**src/rtl/toggle_ram_pkg.sv**
```systemverilog
package toggle_ram_pkg;
  typedef enum logic [2:0] {
    SEQ_FILL,
    SEQ_RD_ISSUE,
    SEQ_RD_WAIT,
    SEQ_CHK_STORE,
    SEQ_CHK_LOAD,
    SEQ_CHK_WAIT,
    SEQ_DONE
  } seq_state_e;
endpackage

```
**src/rtl/toggle_ram_port.sv**
```systemverilog
module toggle_ram_port #(
  parameter int DATA_W = 32,
  parameter int DEPTH  = 8,
  localparam int IDX_W = $clog2(DEPTH)
) (
  input  logic              clk,
  input  logic              rst,
  input  logic              req_flag,
  input  logic              wr_en,
  input  logic [IDX_W-1:0]  word_idx,
  input  logic [DATA_W-1:0] wr_data,
  output logic              ack_flag,
  output logic [DATA_W-1:0] rd_data
);
  logic [DATA_W-1:0] mem [DEPTH];
  logic              pending;

  assign pending = (ack_flag != req_flag);

  // single falling-edge process owns the array
  always_ff @(negedge clk) begin
    if (rst) begin
      rd_data <= '0;
    end else if (pending) begin
      if (wr_en) mem[word_idx] <= wr_data;
      else       rd_data <= mem[word_idx];
    end
  end

  // self-disable: catch up with the request flag
  always_ff @(negedge clk) begin
    if (rst) ack_flag <= 1'b0;
    else if (pending) ack_flag <= req_flag;
  end
endmodule

```
**src/rtl/toggle_ram_seq.sv**
```systemverilog
module toggle_ram_seq
  import toggle_ram_pkg::*;
#(
  parameter int              DATA_W = 32,
  parameter int              DEPTH  = 8,
  parameter int              STRIDE = 3,
  parameter logic [DATA_W-1:0] STEP = 32'h9E3779B9,
  localparam int IDX_W  = $clog2(DEPTH),
  localparam int BYTE_W = IDX_W + 2
) (
  input  logic              clk,
  input  logic              rst,
  input  logic [DATA_W-1:0] seed,
  input  logic [DATA_W-1:0] rd_data,
  output logic              req_flag,
  output logic              wr_en,
  output logic [BYTE_W-1:0] byte_addr,
  output logic [DATA_W-1:0] wr_data,
  output logic              finish,
  output logic [DATA_W-1:0] return_val,
  output logic              ld_strobe,
  output logic [DATA_W-1:0] ld_word
);
  localparam logic [IDX_W-1:0] LAST = IDX_W'(DEPTH - 1);

  seq_state_e        state;
  logic [IDX_W-1:0]  cnt;
  logic [IDX_W-1:0]  perm;
  logic [DATA_W-1:0] seed_q;
  logic [DATA_W-1:0] acc;

  assign perm = IDX_W'(cnt * IDX_W'(STRIDE));

  function automatic logic [DATA_W-1:0] slot_val(input logic [DATA_W-1:0] s,
                                                  input logic [IDX_W-1:0] i);
    return s + DATA_W'(i) * STEP;
  endfunction

  always_ff @(posedge clk) begin
    if (rst) begin
      state      <= SEQ_FILL;
      cnt        <= '0;
      seed_q     <= seed;
      acc        <= '0;
      req_flag   <= 1'b0;
      wr_en      <= 1'b0;
      byte_addr  <= '0;
      wr_data    <= '0;
      finish     <= 1'b0;
      return_val <= '0;
      ld_strobe  <= 1'b0;
      ld_word    <= '0;
    end else begin
      ld_strobe <= 1'b0;
      unique case (state)
        SEQ_FILL: begin
          req_flag  <= ~req_flag;
          wr_en     <= 1'b1;
          byte_addr <= {cnt, 2'b00};
          wr_data   <= slot_val(seed_q, cnt);
          cnt       <= cnt + 1'b1;
          if (cnt == LAST) state <= SEQ_RD_ISSUE;
        end
        SEQ_RD_ISSUE: begin
          req_flag  <= ~req_flag;
          wr_en     <= 1'b0;
          byte_addr <= {perm, 2'b00};
          state     <= SEQ_RD_WAIT;
        end
        SEQ_RD_WAIT: begin
          ld_word   <= rd_data;
          ld_strobe <= 1'b1;
          acc       <= acc + rd_data;
          cnt       <= cnt + 1'b1;
          state     <= (cnt == LAST) ? SEQ_CHK_STORE : SEQ_RD_ISSUE;
        end
        SEQ_CHK_STORE: begin
          req_flag  <= ~req_flag;
          wr_en     <= 1'b1;
          byte_addr <= {LAST, 2'b00};
          wr_data   <= ~slot_val(seed_q, LAST);
          state     <= SEQ_CHK_LOAD;
        end
        SEQ_CHK_LOAD: begin
          req_flag  <= ~req_flag;
          wr_en     <= 1'b0;
          byte_addr <= {LAST, 2'b00};
          state     <= SEQ_CHK_WAIT;
        end
        SEQ_CHK_WAIT: begin
          ld_word   <= rd_data;
          ld_strobe <= 1'b1;
          acc       <= acc + rd_data;
          state     <= SEQ_DONE;
        end
        default: begin
          finish     <= 1'b1;
          return_val <= acc;
        end
      endcase
    end
  end
endmodule

```
**src/rtl/toggle_ram_top.sv**
```systemverilog
module toggle_ram_top #(
  parameter int DATA_W = 32,
  parameter int DEPTH  = 8,
  parameter int STRIDE = 3,
  localparam int IDX_W  = $clog2(DEPTH),
  localparam int BYTE_W = IDX_W + 2
) (
  input  logic              clk,
  input  logic              rst,
  input  logic [DATA_W-1:0] seed,
  output logic              finish,
  output logic [DATA_W-1:0] return_val,
  output logic              ld_strobe,
  output logic [DATA_W-1:0] ld_word
);
  logic              req_flag;
  logic              ack_flag;
  logic              mem_we;
  logic [BYTE_W-1:0] mem_baddr;
  logic [IDX_W-1:0]  mem_idx;
  logic [DATA_W-1:0] mem_wdata;
  logic [DATA_W-1:0] mem_rdata;

  // byte address to word index
  assign mem_idx = mem_baddr[BYTE_W-1:2];

  toggle_ram_seq #(
    .DATA_W(DATA_W), .DEPTH(DEPTH), .STRIDE(STRIDE)
  ) seq_i (
    .clk(clk), .rst(rst), .seed(seed), .rd_data(mem_rdata),
    .req_flag(req_flag), .wr_en(mem_we), .byte_addr(mem_baddr),
    .wr_data(mem_wdata), .finish(finish), .return_val(return_val),
    .ld_strobe(ld_strobe), .ld_word(ld_word)
  );

  toggle_ram_port #(
    .DATA_W(DATA_W), .DEPTH(DEPTH)
  ) port_i (
    .clk(clk), .rst(rst), .req_flag(req_flag), .wr_en(mem_we),
    .word_idx(mem_idx), .wr_data(mem_wdata),
    .ack_flag(ack_flag), .rd_data(mem_rdata)
  );
endmodule

```
**config.mk**
```make
export PLATFORM = sky130hd
export DESIGN_NAME = toggle_ram_top
export DESIGN_NICKNAME = d
export VERILOG_FILES = /design/src/rtl/toggle_ram_pkg.sv /design/src/rtl/toggle_ram_port.sv /design/src/rtl/toggle_ram_seq.sv /design/src/rtl/toggle_ram_top.sv
export SDC_FILE = /design/constraint.sdc
export NUM_CORES = 1
export LEC_CHECK = 0
export CAP_MARGIN = 20
export CORE_MARGIN = 10
export CORE_UTILIZATION = 60
export CTS_BUF_LIST = sky130_fd_sc_hd__clkbuf_4 sky130_fd_sc_hd__clkbuf_8
export DETAILED_ROUTE_END_ITERATION = 10
export GPL_ROUTABILITY_DRIVEN = 0
export HOLD_SLACK_MARGIN = 0.12
export MAX_ROUTING_LAYER = met4
export PLACE_DENSITY_LB_ADDON = 0.08
export SKIP_LAST_GASP = 1
export SYNTH_ARGS = -nofsm -noshare
export SYNTH_HDL_FRONTEND = slang
export SYNTH_SLANG_ARGS = --single-unit
```
**constraint.sdc**
```tcl
create_clock -name clk -period 5.7 [get_ports clk]
set_clock_uncertainty 0.05 [all_clocks]
set_input_delay 0.855 -clock clk [delete_from_list [all_inputs] [get_ports clk]]
set_output_delay 0.855 -clock clk [all_outputs]
set_load 0.01 [all_outputs]
```
=== After elaboration in Yosys (flattened, before gate mapping) ===
Memory sizes are Yosys's and may differ from the RTL's. A register that Yosys moved wholly into a read port is not among the register bits.
Index checks and enable logic that the tools add are counted.

* Output and inout port bits: 66
* RAM bits: 256
* Input bits: 34
* Register bits after elaboration: 176
* Memories: 1

{| class="wikitable"
|+ Memory list
! name !! depth !! width !! rd ports !! clocked after Yosys merged registers in !! write ports !! RTL line !! text
|-
| port_i.mem || 8 || 32 || 1 || 1 || 1 || toggle_ram_port.sv:15 || <nowiki>logic [DATA_W-1:0] mem [DEPTH];</nowiki>
|}

* Mux-type cells: 11
* Add/subtract/negate cells: 4
* Bitwise logic cells: 3
* Eq/ne operators: 8
* Multiply operators: 2
* Reductions and logical operators: 14

{| class="wikitable"
|+ Operators by type and width
! operator !! count
|-
| $add A32 B32 Y32 || 2
|-
| $pmux W32 S2 || 1
|-
| $add A32 B31 Y32 const B || 1
|-
| $mul A3 B32 Y32 const B || 1
|-
| $not A32 Y32 || 1
|-
| $pmux W3 S6 || 1
|-
| $pmux W5 S3 || 1
|-
| $reduce_or A2 Y1 || 5
|-
| $eq A3 B3 Y1 const B || 3
|-
| $eq A3 B2 Y1 const B || 2
|-
| $reduce_bool A6 Y1 || 1
|-
| $reduce_or A6 Y1 || 1
|-
| $mux W1 || 5
|-
| $reduce_and A2 Y1 || 2
|-
| $reduce_bool A2 Y1 || 2
|-
| $reduce_or A4 Y1 || 1
|-
| $add A3 B1 Y3 const B || 1
|-
| $eq A3 B1 Y1 const B || 1
|-
| $logic_not A3 Y1 || 1
|-
| $mul A3 B2 Y3 const B || 1
|-
| $mux W3 || 1
|-
| $reduce_bool A3 Y1 || 1
|-
| $mux W2 || 1
|-
| $ne A2 B1 Y1 const B || 1
|-
| 3 further kinds || 4
|}

=== Depth between registers and ports, before layout ===
* Depth in word-level cells: 4
* Gate-level depth with buffers: 14

=== By module ===
Synthesis repeated with hierarchy kept, for this count alone.

* Cell total of the unflattened synthesis: 1886
* Area, all modules: 21628.2 um2

{| class="wikitable"
|+ Modules (own cells, without submodules)
! module !! area an instance (um2) !! cells an instance !! seq. area each (um2) !! instances
|-
| toggle_ram_port || 10996.8 || 608 || 8348.0 || 1
|-
| toggle_ram_seq || 10631.4 || 1278 || 3783.6 || 1
|}

==> impl_metrics.yaml <==
run_status:
  status: "finished clean"
floorplanning:
  die_area_mm2: 0.0431
  num_rows: 68
  die_h_um: 208
  die_x_um: 208
  core_region_area_mm2: 0.0346
  start_util_pct: 60.9
  io_pins: 100
clocking:
  clkSlewWorstSetupHoldPaths_ps: 60
  worstSkewPairLatency_ps: 640
  clockBufferDepth: 3
  cts-root-buf: "clkbuf_8"
  numCtsBuffers: 78
  cts_tree: "yes"
  cts_max_level: 3
  cts.sinks: 462
power:
  p_leak_nw: 10.5
  irDropWorstVdd_mv: 0.256
  p_per_area_mw_per_mm2: 357
layout:
  final_cell_mix: "inv_1, edfxtp_1, nand2_1"
  final_util_pct: 73.9
  finalInstanceArea_mm2: 0.0256
  fin_nets: 2405
  layout_commonest_cell: "inv_1"
  antenna_cells: 0
  drive_above_1_share_pct: 10.2
  area_growth_pct: 21.3
  fill_cells: 2384
setup_path:
  required_ps: 6160
  path_delay_family: "compound AO/OA/AOI/OAI gates"
  crit_slowest_cell: "a2111oi_4"
  path_buf_inv: 1
  critical_path_class: "flop to flop"
  worst-path-max-fanout: 3
  worstSetupStartpointType: "flop"
  crit_path_cell_trace: "buf_4 > ha_1 > a211oi_2 > o21ai_1 > a41oi_1 > o211ai_2 > a2111oi_4 > o31ai_1 > xnor2_1 > a22o_1"
  cp_slowest_stage_delay_ps: 390
  end_kind: "flop"
  cp_data_arrival_time_ps: 6060
detailed_routing:
  via_per_inst: 5.97
  postRouteAntennaNets: 0
  vias: 16657
  wl_per_cell_um: 21.1
  drt_iter0_drc: 1474
  drtPass1Iterations: 7
  routed_wl_mm: 58.9
  drc: 0
synth:
  synth_async_sr_flop_share_pct: 0
  syn_nets: 1983
  synthCells: 1847
  ys_ff_latch: 462
  netlist_area_mm2: 0.0211
  syn_area_per_cell_um2: 11.4
  ys_types: 89
  synth.yosys.seq_area_share_pct: 57.5
  synth_edf_count: 288
  synthFlopType: "edfxtp_1"
  ys_warn_count: 0
global_route:
  grt_pass1_wl_mm: 91.6
  track_usage_pct: 27.4
  antenna_found_initial: 0
  grt_pass1_vias: 16770
  grt_overflow: 0
  grt_max_degree: 139
timing:
  setup_viol: 0
  finalMaxSlewViolations: 0
  fin_hold_ws_ps: 399
  finalHoldViolations: 0
  rsz0062_at_grt: "yes"
  tightest_slew_ps: 825
  relSlewSlack_pct: 44.3
hold_path:
  min_path_type: "flop to flop"
place:
  dp_hpwl_mm: 39.3
  place_area_mm2: 0.0229
  numPortBuffers: 99
job:
  drv_cap: 0
==> per-stage QoR <==
step	setup TNS [ps]	total power [W]	setup slack [ps]	instances
3_5_place_dp	-90.4	0.00567	-78.5	2355
4_1_cts	-9.44	0.00918	-9.44	2788
3_3_place_gp	0	0.00563	24.8	2355
2_1_floorplan	-36670	0.00526	-322	1847
5_1_grt	-42.7	0.00968	-42.7	2788
6_report	0	0.00913	96.8	2788
==> repair_timing <==
action                                  CTS  global route
endpoints found under the setup margin    2             5
resized for setup                         2             2
pin swaps                                 2             6
setup buffers                             1             0
hold buffers                              0             0
==> registers in the layout, indices dropped and copies added, names as in the netlist <==
register / cells
port_i.mem: 256
port_i.rd_data: 32
seq_i.acc: 32
seq_i.ld_word: 32
seq_i.return_val: 32
seq_i.seed_q: 32
seq_i.wr_data: 32
seq_i.byte_addr: 3
seq_i.cnt: 3
seq_i.state: 3
port_i.ack_flag: 1
seq_i.finish: 1
seq_i.ld_strobe: 1
seq_i.req_flag: 1
seq_i.wr_en: 1
==> worst reg2reg max path, delay by kind of cell, from the launching register on <==
kind	cells	cell delay, ps
flops	1	300
xor+xnor	1	140
compound gates	7	1700
fa+ha+maj	1	310
buf+inv	1	140
==> report_power, final <==
group          leakage, nW  total [W]  internal, W  switching [W]
registers             4.07    0.00417      0.00388       0.000290
logic                 4.02    0.00117     0.000498       0.000668
clock network         2.37    0.00379      0.00187        0.00192
total                 10.5    0.00913      0.00625        0.00288
==> synth_stat cells (all sizes together) (11+ instances only) <==
| cell type | number | area, um^2 |
|---|---|---|
| edfxtp | 288 | 8650 |
| nand2 | 217 | 815 |
| dfxtp | 174 | 3480 |
| a21oi | 164 | 825 |
| nor2 | 127 | 477 |
| clkbuf | 89 | 365 |
| ha | 86 | 1080 |
| inv | 72 | 270 |
| a221oi | 69 | 611 |
| a22o | 66 | 578 |
| o21ai | 52 | 264 |
| xnor2 | 44 | 385 |
| a311oi | 36 | 315 |
| a211oi | 31 | 243 |
| a21o | 30 | 228 |
| xor2 | 24 | 210 |
| nand3 | 21 | 110 |
| nor3 | 21 | 105 |
| fa | 16 | 320 |
| a2111oi | 13 | 164 |
| a31oi | 13 | 87.6 |
| and3 | 13 | 85.1 |
| buf | 12 | 61.3 |
| o21bai | 12 | 101 |
| mux2i | 11 | 110 |
==> layer usage <==
metal  share of wire [%]  GRT usage [%]  up-vias
li1                    -              -     7824
met1                  40           31.8     8028
met2                  50           45.0      687
met3                 6.9           5.76      118
met4                 3.2           12.8        0
met5                   0              -        -
==> layout make-up <==
type | instances | area (um^2) | area share [%]
sequential | 462 | 12100 | 47.4
multi-input combinational | 1211 | 8380 | 32.7
timing repair buffer | 156 | 1580 | 6.18
clock inverter | 338 | 1430 | 5.57
clock buffer | 95 | 1240 | 4.86
tap | 455 | 569 | 2.22
inverter | 71 | 267 | 1.04
==> path summary, 6_finish.rpt <==
| path | startpoint | endpoint | slack, ps | cells after the start |
|---|---|---|---|---|
| worst max-delay path | port_i.rd_data[1]$_SDFFE_NP0P_ | seq_i.acc[29]$_SDFFE_PP0P_ | 100 | 10 |
| worst min register to register | seq_i.ld_word[12]$_SDFFE_PP0P_ | seq_i.ld_word[12]$_SDFFE_PP0P_ | 400 | 2 |
| worst max register to register | port_i.rd_data[1]$_SDFFE_NP0P_ | seq_i.acc[29]$_SDFFE_PP0P_ | 100 | 10 |
| worst min-delay path | seq_i.ld_word[12]$_SDFFE_PP0P_ | seq_i.ld_word[12]$_SDFFE_PP0P_ | 400 | 2 |
==> cells by family after synthesis <==
| group | synth area share [%] |
|---|---|
| buffers and inverters | 3.46 |
| muxes | 0.575 |
| adders and majority gates | 6.62 |
| AOI/OAI and AO/OA | 18.6 |
| DFF | 57.5 |
| and+or+nand+nor | 10.4 |
| xor gates and xnor gates | 2.82 |
(Power assumes the default switching activity.)
